$ cat config.mk
export PLATFORM = sky130hd
export DESIGN_NAME = dxc_chain
export DESIGN_NICKNAME = d
export VERILOG_FILES = /design/src/rtl/dxc_pkg.sv /design/src/rtl/dxc_delay.sv /design/src/rtl/dxc_stage.sv /design/src/rtl/dxc_chain.sv
export SDC_FILE = /design/constraint.sdc
export NUM_CORES = 1
export LEC_CHECK = 0
export BUFFER_PORTS_ARGS = -buffer_cell sky130_fd_sc_hd__buf_2
export CAP_MARGIN = 20
export CORE_ASPECT_RATIO = 1.1
export CORE_MARGIN = 2
export CORE_UTILIZATION = 38
export CTS_CLUSTER_DIAMETER = 150
export DETAILED_ROUTE_END_ITERATION = 7
export PLACE_DENSITY_LB_ADDON = 0.25
export SLEW_MARGIN = 20
export SYNTH_ARGS = -nofsm -noshare
export SYNTH_HDL_FRONTEND = slang
export SYNTH_SLANG_ARGS = --single-unit
$ cat constraint.sdc
create_clock -name clk -period 4.3 [get_ports clk]
set_input_delay 0.215 -clock clk [delete_from_list [all_inputs] [get_ports clk]]
set_output_delay 0.215 -clock clk [all_outputs]
set_load 0.03 [all_outputs]
$ cat src/rtl/dxc_pkg.sv
package dxc_pkg;
    // Edges from an accepted write until the word is readable at the same stage.
    localparam int FILL_LAT = 3;
    // Edges from an accepted read until the slot counts as free again.
    localparam int FREE_LAT = 2;
endpackage

$ cat src/rtl/dxc_delay.sv
module dxc_delay #(
    parameter int LEN = 2
) (
    input  logic clk,
    input  logic rst,
    input  logic pulse_i,
    output logic pulse_o
);
    logic [LEN-1:0] sh_d;
    logic [LEN-1:0] sh_q;

    generate
        if (LEN == 1) begin : g_one
            always_comb sh_d = pulse_i;
        end else begin : g_many
            always_comb sh_d = {sh_q[LEN-2:0], pulse_i};
        end
    endgenerate

    always_ff @(posedge clk) begin
        if (rst) sh_q <= '0;
        else     sh_q <= sh_d;
    end

    assign pulse_o = sh_q[LEN-1];
endmodule

$ cat src/rtl/dxc_stage.sv
module dxc_stage
    import dxc_pkg::*;
#(
    parameter int DEPTH = 16,
    parameter int WIDTH = 18
) (
    input  logic             clk,
    input  logic             rst,
    input  logic [WIDTH-1:0] din,
    input  logic             wen_n,
    output logic             ir_n,
    output logic [WIDTH-1:0] dout,
    input  logic             ren_n,
    output logic             or_n
);
    localparam int AW = (DEPTH > 1) ? $clog2(DEPTH) : 1;
    localparam int CW = $clog2(DEPTH + 1);

    typedef struct packed {
        logic [AW-1:0] wp;     // next slot to write
        logic [AW-1:0] rp;     // slot shown on dout
        logic [CW-1:0] held;   // slots in use, seen by the write side
        logic [CW-1:0] avail;  // words readable, seen by the read side
    } stage_t;

    stage_t s_d, s_q;
    logic [WIDTH-1:0] mem_q [DEPTH];
    logic wr_ok, rd_ok, fill_tap, free_tap;

    function automatic logic [AW-1:0] bump(input logic [AW-1:0] p);
        return (p == AW'(DEPTH - 1)) ? '0 : p + AW'(1);
    endfunction

    assign ir_n  = (s_q.held == CW'(DEPTH));
    assign or_n  = (s_q.avail == '0);
    assign dout  = mem_q[s_q.rp];
    assign wr_ok = !wen_n && !ir_n;
    assign rd_ok = !ren_n && !or_n;

    dxc_delay #(.LEN(FILL_LAT)) u_fill (
        .clk(clk), .rst(rst), .pulse_i(wr_ok), .pulse_o(fill_tap)
    );
    dxc_delay #(.LEN(FREE_LAT)) u_free (
        .clk(clk), .rst(rst), .pulse_i(rd_ok), .pulse_o(free_tap)
    );

    always_comb begin
        s_d = s_q;
        if (wr_ok) s_d.wp = bump(s_q.wp);
        if (rd_ok) s_d.rp = bump(s_q.rp);
        s_d.held  = s_q.held + CW'(wr_ok) - CW'(free_tap);
        s_d.avail = s_q.avail + CW'(fill_tap) - CW'(rd_ok);
    end

    always_ff @(posedge clk) begin
        if (rst) s_q <= '0;
        else     s_q <= s_d;
    end

    always_ff @(posedge clk) begin
        if (wr_ok) mem_q[s_q.wp] <= din;
    end


    reset_empty_chk: assert property (@(posedge clk) disable iff (rst)
        $fell(rst) |-> (or_n && !ir_n));

    ignored_write_chk: assert property (@(posedge clk) disable iff (rst)
        (!wen_n && ir_n) |=> $stable(s_q.wp));

    ignored_read_chk: assert property (@(posedge clk) disable iff (rst)
        (!ren_n && or_n) |=> $stable(s_q.rp));

    no_overflow_chk: assert property (@(posedge clk) disable iff (rst)
        s_q.held <= CW'(DEPTH));

    avail_within_held_chk: assert property (@(posedge clk) disable iff (rst)
        s_q.avail <= s_q.held);
endmodule

$ cat src/rtl/dxc_chain.sv
module dxc_chain #(
    parameter int STAGES      = 4,
    parameter int STAGE_DEPTH = 16,
    parameter int WIDTH       = 18
) (
    input  logic             clk,
    input  logic             rst,
    input  logic [WIDTH-1:0] wr_data,
    input  logic             wr_en_n,
    output logic             in_rdy_n,
    output logic [WIDTH-1:0] rd_data,
    input  logic             rd_en_n,
    output logic             out_rdy_n
);
    localparam int LAST = STAGES - 1;

    logic [WIDTH-1:0] st_din  [STAGES];
    logic [WIDTH-1:0] st_dout [STAGES];
    logic             st_wen_n[STAGES];
    logic             st_ren_n[STAGES];
    logic             st_ir_n [STAGES];
    logic             st_or_n [STAGES];

    generate
        for (genvar k = 0; k < STAGES; k++) begin : g_stage
            if (k == 0) begin : g_head
                assign st_din[k]   = wr_data;
                assign st_wen_n[k] = wr_en_n;
            end else begin : g_link_in
                // upstream readable flag doubles as this stage's write enable
                assign st_din[k]   = st_dout[k-1];
                assign st_wen_n[k] = st_or_n[k-1];
            end
            if (k == LAST) begin : g_tail
                assign st_ren_n[k] = rd_en_n;
            end else begin : g_link_out
                // downstream room flag doubles as this stage's read enable
                assign st_ren_n[k] = st_ir_n[k+1];
            end

            dxc_stage #(.DEPTH(STAGE_DEPTH), .WIDTH(WIDTH)) u_stage (
                .clk  (clk),
                .rst  (rst),
                .din  (st_din[k]),
                .wen_n(st_wen_n[k]),
                .ir_n (st_ir_n[k]),
                .dout (st_dout[k]),
                .ren_n(st_ren_n[k]),
                .or_n (st_or_n[k])
            );
        end
    endgenerate

    assign in_rdy_n  = st_ir_n[0];
    assign rd_data   = st_dout[LAST];
    assign out_rdy_n = st_or_n[LAST];
endmodule

After elaboration in Yosys (flattened, before gate mapping)
Memory sizes are Yosys's and may differ from the RTL's. A register that Yosys moved wholly into a read port is not among the register bits.
Cells that the tools add are included.
Storage, ports and cells
  bits in registers: 92
  memory bits (writable): 1152
  input port bits: 22
  output and inout bits: 20
  logic and storage cells: 107
  memories kept: 4
Cells by class
  $add $sub $neg: 24
  equal/unequal tests: 12
  muxes and demuxes: 24
  reductions and logical operators: 19
Memories
  g_stage[0].u_stage.mem_q: depth 16, width 18, rd ports 1, clocked after Yosys merged registers in 1, wr ports 1, RTL line dxc_stage.sv:27  | logic [WIDTH-1:0] mem_q [DEPTH];
  g_stage[1].u_stage.mem_q: depth 16, width 18, rd ports 1, clocked after Yosys merged registers in 1, wr ports 1, RTL line dxc_stage.sv:27
  g_stage[2].u_stage.mem_q: depth 16, width 18, rd ports 1, clocked after Yosys merged registers in 1, wr ports 1, RTL line dxc_stage.sv:27
  g_stage[3].u_stage.mem_q: depth 16, width 18, rd ports 1, clocked after Yosys merged registers in 1, wr ports 1, RTL line dxc_stage.sv:27
Operators by type and width (count)
  $mux W4: 16
  $add A5 B1 Y5: 8
  $sub A5 B1 Y5: 8
  $add A4 B1 Y4 const B: 8
  $eq A4 B4 Y1 const B: 8
  $eq A5 B5 Y1 const B: 4
  $logic_not A5 Y1: 4
  $logic_not A1 Y1: 10
  $mux W1: 8
  $logic_and A1 B1 Y1: 5

Depth between registers and ports, before layout
  depth after elaboration: 5
  gate-level depth with buffers: 14
  depth with buffers taken out: 14

By module
A second synthesis with hierarchy kept.
Unflattened totals
  cell total of the unflattened synthesis: 2384
  area total of the unflattened synthesis: 49122.1 µm²
Modules (own cells, without submodules)
  dxc_stage at g_stage[0].u_stage ...: times used 2, cells each 586, area each 12164.2 µm², seq. area each 9088.7 µm²
  dxc_stage at g_stage[1].u_stage ...: times used 2, cells each 586, area each 12134.1 µm², seq. area each 9088.7 µm²
  dxc_delay at g_stage[0].u_stage.u_fill ...: times used 4, cells each 6, area each 78.8 µm², seq. area each 60.1 µm²
  dxc_delay at g_stage[0].u_stage.u_free ...: times used 4, cells each 4, area each 52.6 µm², seq. area each 40.0 µm²

Least setup slack after synthesis
OpenSTA, ideal clock, no wires.
  path type: flip-flop to flip-flop
  from: reg g_stage[0].u_stage.s_q[2] (netlist bit)
  to: mem g_stage[1].u_stage.mem_q[2][0], enable pin
  setup time: 0.446 ns
  arrival: 2.970 ns
  required time: 3.854 ns
  path slack: 0.884 ns
  cell stages (with the launch flop): 7
  buffers on the path: 1
  period minus slack after synthesis: 3.416 ns
  path through: dfxtp_1 inv_1 ha_1 or4b_4 nand2_4 buf_4 nor4b_1
On the way
  word-level cells in the longest chain between the ends: 5
RTL lines
  start, declared: RTL line dxc_stage.sv:26  | stage_t s_d, s_q;
  start signal, assigned: RTL line dxc_stage.sv:56  | if (rst) s_q <= '0;
  start signal, assigned: RTL line dxc_stage.sv:57  | else s_q <= s_d;
  $logic_not A5 Y1: RTL line dxc_stage.sv:35  | assign or_n = (s_q.avail == '0);
  $logic_not A1 Y1: RTL line dxc_stage.sv:37  | assign wr_ok = !wen_n && !ir_n;
  $logic_and A1 B1 Y1: RTL line dxc_stage.sv:37
  $mux W1: RTL line dxc_stage.sv:61  | if (wr_ok) mem_q[s_q.wp] <= din;
  $mux W1 (not written as such): RTL line dxc_stage.sv:61
  end, declared: RTL line dxc_stage.sv:27
No other way between the ends.

==> impl_metrics.tcl <==
set metrics [dict create \
    yosys-top-cells-area "edfxtp_1, mux4_2, mux4_1" \
    drive_gt1_share_pct 21.9 \
    die_width_um 345 \
    track_usage_pct 16.2 \
    postCtsSetupRepairBufs 0 \
    dieArea_sq_um 131000 \
    wl_per_cell_um 24.5 \
    synth-xor-area-share_pct 0.485 \
    dr.pass1.iters 5 \
    regToRegSetupSlack_ps 1150 \
    rsz0062_at_grt "no" \
    cap_violations 0 \
    async_flop_share_pct 0 \
    run_status "completed" \
    tns_ps 0 \
    min_period_ps 3200 \
    synth_fp_nets 2473 \
    grt_overflow 0 \
    holdCritStartpoint "rst" \
    cts_sinks 1254 \
    nets 2637 \
    drt-total-wl_mm 105 \
    final_area_sq_um 55700 \
    ctsHtreeMaxLevel 4 \
    seqPwrFrac_pct 46.0 \
    tightest_slew_ps 1100 \
    power_switching_mw 11.7 \
    max-vdd-ir-drop_uv 383 \
    dp_slack_ps 1190 \
    p_clk_share_pct 28.1 \
    ys_seq_area_share_pct 75.2 \
    avgSynthCellArea_sq_um 20.5 \
    period_share_pct 74.3 \
    synthSimpleGateAreaFrac_pct 3.36 \
    final_hold_viol_count 0 \
    critPathCaptureType "primary output" \
    start_util_pct 38.4 \
    required_ps 4090 \
    drt-vias-per-instance 5.34 \
    numPortBuffers 41 \
    syn_to_final_growth_pct 14.3 \
    cts_root_buf "clkbuf_16" \
    hold_buffers 20 \
    synth_mux_area_share_pct 13.9 \
    synth_warnings 0 \
    yosysTopAreaCellShare_pct 71.0 \
    synth_cell_types 48 \
    r2r_cells 13 \
    dp_hpwl_mm 59.4 \
    crit_path_start_kind "flop" \
    synth_edf_count 1152 \
    antenna_found_initial 0 \
    synth_compound_area_share_pct 3.14 \
    cts_made_buffers 131 \
    ys_top_cells_by_count "edfxtp_1, mux4_2, a22oi_1, nand2_1, dfxtp_1" \
    pin_count 42 \
    grt_max_degree 87 \
    clk_latency_ps 730 \
    synth.cell_area_sq_um 48700 \
    drt-initial-drc-count 1785 \
    ctsResizeCount 0 \
    core_sq_um 127000 \
    grt_pass1_wl_mm 157 \
    cts_buffer_depth 3 \
    combinationalPowerShare_pct 25.9 \
    power.share.switching_pct 30.1 \
    yosys.area.top_type "edfxtp_1" \
    path_clk_slew_ps 60 \
    min_path_type "input port to flop" \
    ant_nets 0 \
    path_class "flop to primary output" \
    max_slew_margin_pct 26.3 \
    synthAdderAreaFrac_pct 2.07 \
    rr_endpoint "g_stage[2].u_stage.s_q[4]" \
    rows 137 \
    drv_slew 0 \
    cp_max_fo 38 \
    finalNonFillerCells 4306 \
    synth_top_flop_cell "edfxtp_1" \
    synth_most_common_cell "edfxtp_1" \
    tritoncts "built" \
    synthCells 2375 \
    via_count 22980 \
    placed_cell_area_sq_um 51300 \
    p_leak_nw 18.0 \
    max_freq_mhz 313 \
    synth_seq_cells 1254 \
    grt_pass1_vias 24639 \
    powerDensity_nw_per_um2 696 \
    synth_top_family_by_area "multiplexers" \
    dp.cells 4054 \
    power.internal_mw 27.1 \
    setup_ws_ps 1100 \
    min_to "g_stage[3].u_stage.s_q[3]" \
    r2r-start "g_stage[2].u_stage.s_q[3]" \
    antenna_cells 0 \
    finalClockSkew_ps 43.0 \
    whs_path_depth 2 \
    gp_congestion 0.732 \
    die_h_um 380 \
    crit_arrival_ps 2980 \
    setup_violations 0 \
    drc 0 \
    hold_slack_ps 63.8 \
]
-- power by group through the flow --
stage,sequential (mW),clock (mW),combinational [mW]
floorplan,17.4,0,7.35
global placement,18.0,0,9.80
detailed placement,18.1,0,10.2
CTS,17.9,11.1,10.3
global route,18.0,11.6,11.0
finish,17.8,10.9,10.0
-- worst max-delay path by stage --
| stage | to | slack [ps] | cells after the start |
|---|---|---|---|
| after detailed placement | g_stage[2].u_stage.s_q[4] | 1190 | 13 |
| after CTS | rd_data[7] | 950 | 5 |
| after global placement | g_stage[2].u_stage.s_q[4] | 1200 | 13 |
| after global routing | rd_data[11] | 840 | 5 |
| final | rd_data[13] | 1100 | 5 |
| after floorplan | g_stage[1].u_stage.mem_q[2][0] | 880 | 6 |
-- kinds of logic after synthesis --
| family | after synthesis |
|---|---|
| mux | 288 |
| compound gates | 224 |
| buf+inv | 183 |
| xor+xnor | 27 |
| flops | 1254 |
| fa+ha+maj | 76 |
| simple gates | 323 |
-- worst max-delay path, stage by stage (launching register included) --
cell,delay (ps)
dfxtp_4,660
buf_12,350
mux4_1,600
a22oi_1,190
nand2_1,170
buf_2,230
-- flip-flops by register name, summed over array words and instances (netlist names), named ones only --
name / count
g_stage.u_stage.mem_q: 1152
g_stage.u_stage.s_q: 72
g_stage.u_stage.u_fill.sh_q: 9
g_stage.u_stage.u_free.sh_q: 5
-- layout by cell type, fill, tap and decap left out, types with 46 or more instances in the layout --
cell / Yosys / layout
a21oi_1: 46 / 46
a22oi_1: 144 / 144
buf_4: 13 / 78
clkbuf_16: 0 / 132
dfxtp_1: 102 / 94
edfxtp_1: 1152 / 1152
ha_1: 68 / 68
inv_1: 67 / 67
mux4_1: 78 / 78
mux4_2: 210 / 210
nand2_1: 109 / 109
-- routing by layer --
metal / up-vias / track usage, % / share of wire [%] / wire length [um]
met5: - / 0 / 0 / 0
met3: 163 / 2.74 / 4.1 / 4310
li1: 10076 / - / - / -
met4: 0 / 4.60 / 2.2 / 2360
met1: 12203 / 19.6 / 40 / 41900
met2: 538 / 29.6 / 54 / 56700
-- final cells by class --
type	instances	area, sq um
Inverter	70	263
Multi-Input combinational cell	938	11400
Clock inverter	65	667
Sequential cell	1254	36700
Clock buffer	167	3480
Timing Repair Buffer	144	1110
Fill cell	10705	71300
Tap cell	1668	2090
-- through the flow --
stage                     power [mW]  utilization (%)
after detailed placement        28.4             40.4
after CTS                       39.3             43.8
final                           38.7             43.8
after floorplan                 24.8                -
after global placement          27.8             40.4
after global routing            40.7             43.8
Note: power is estimated with default switching activity, not from simulation.
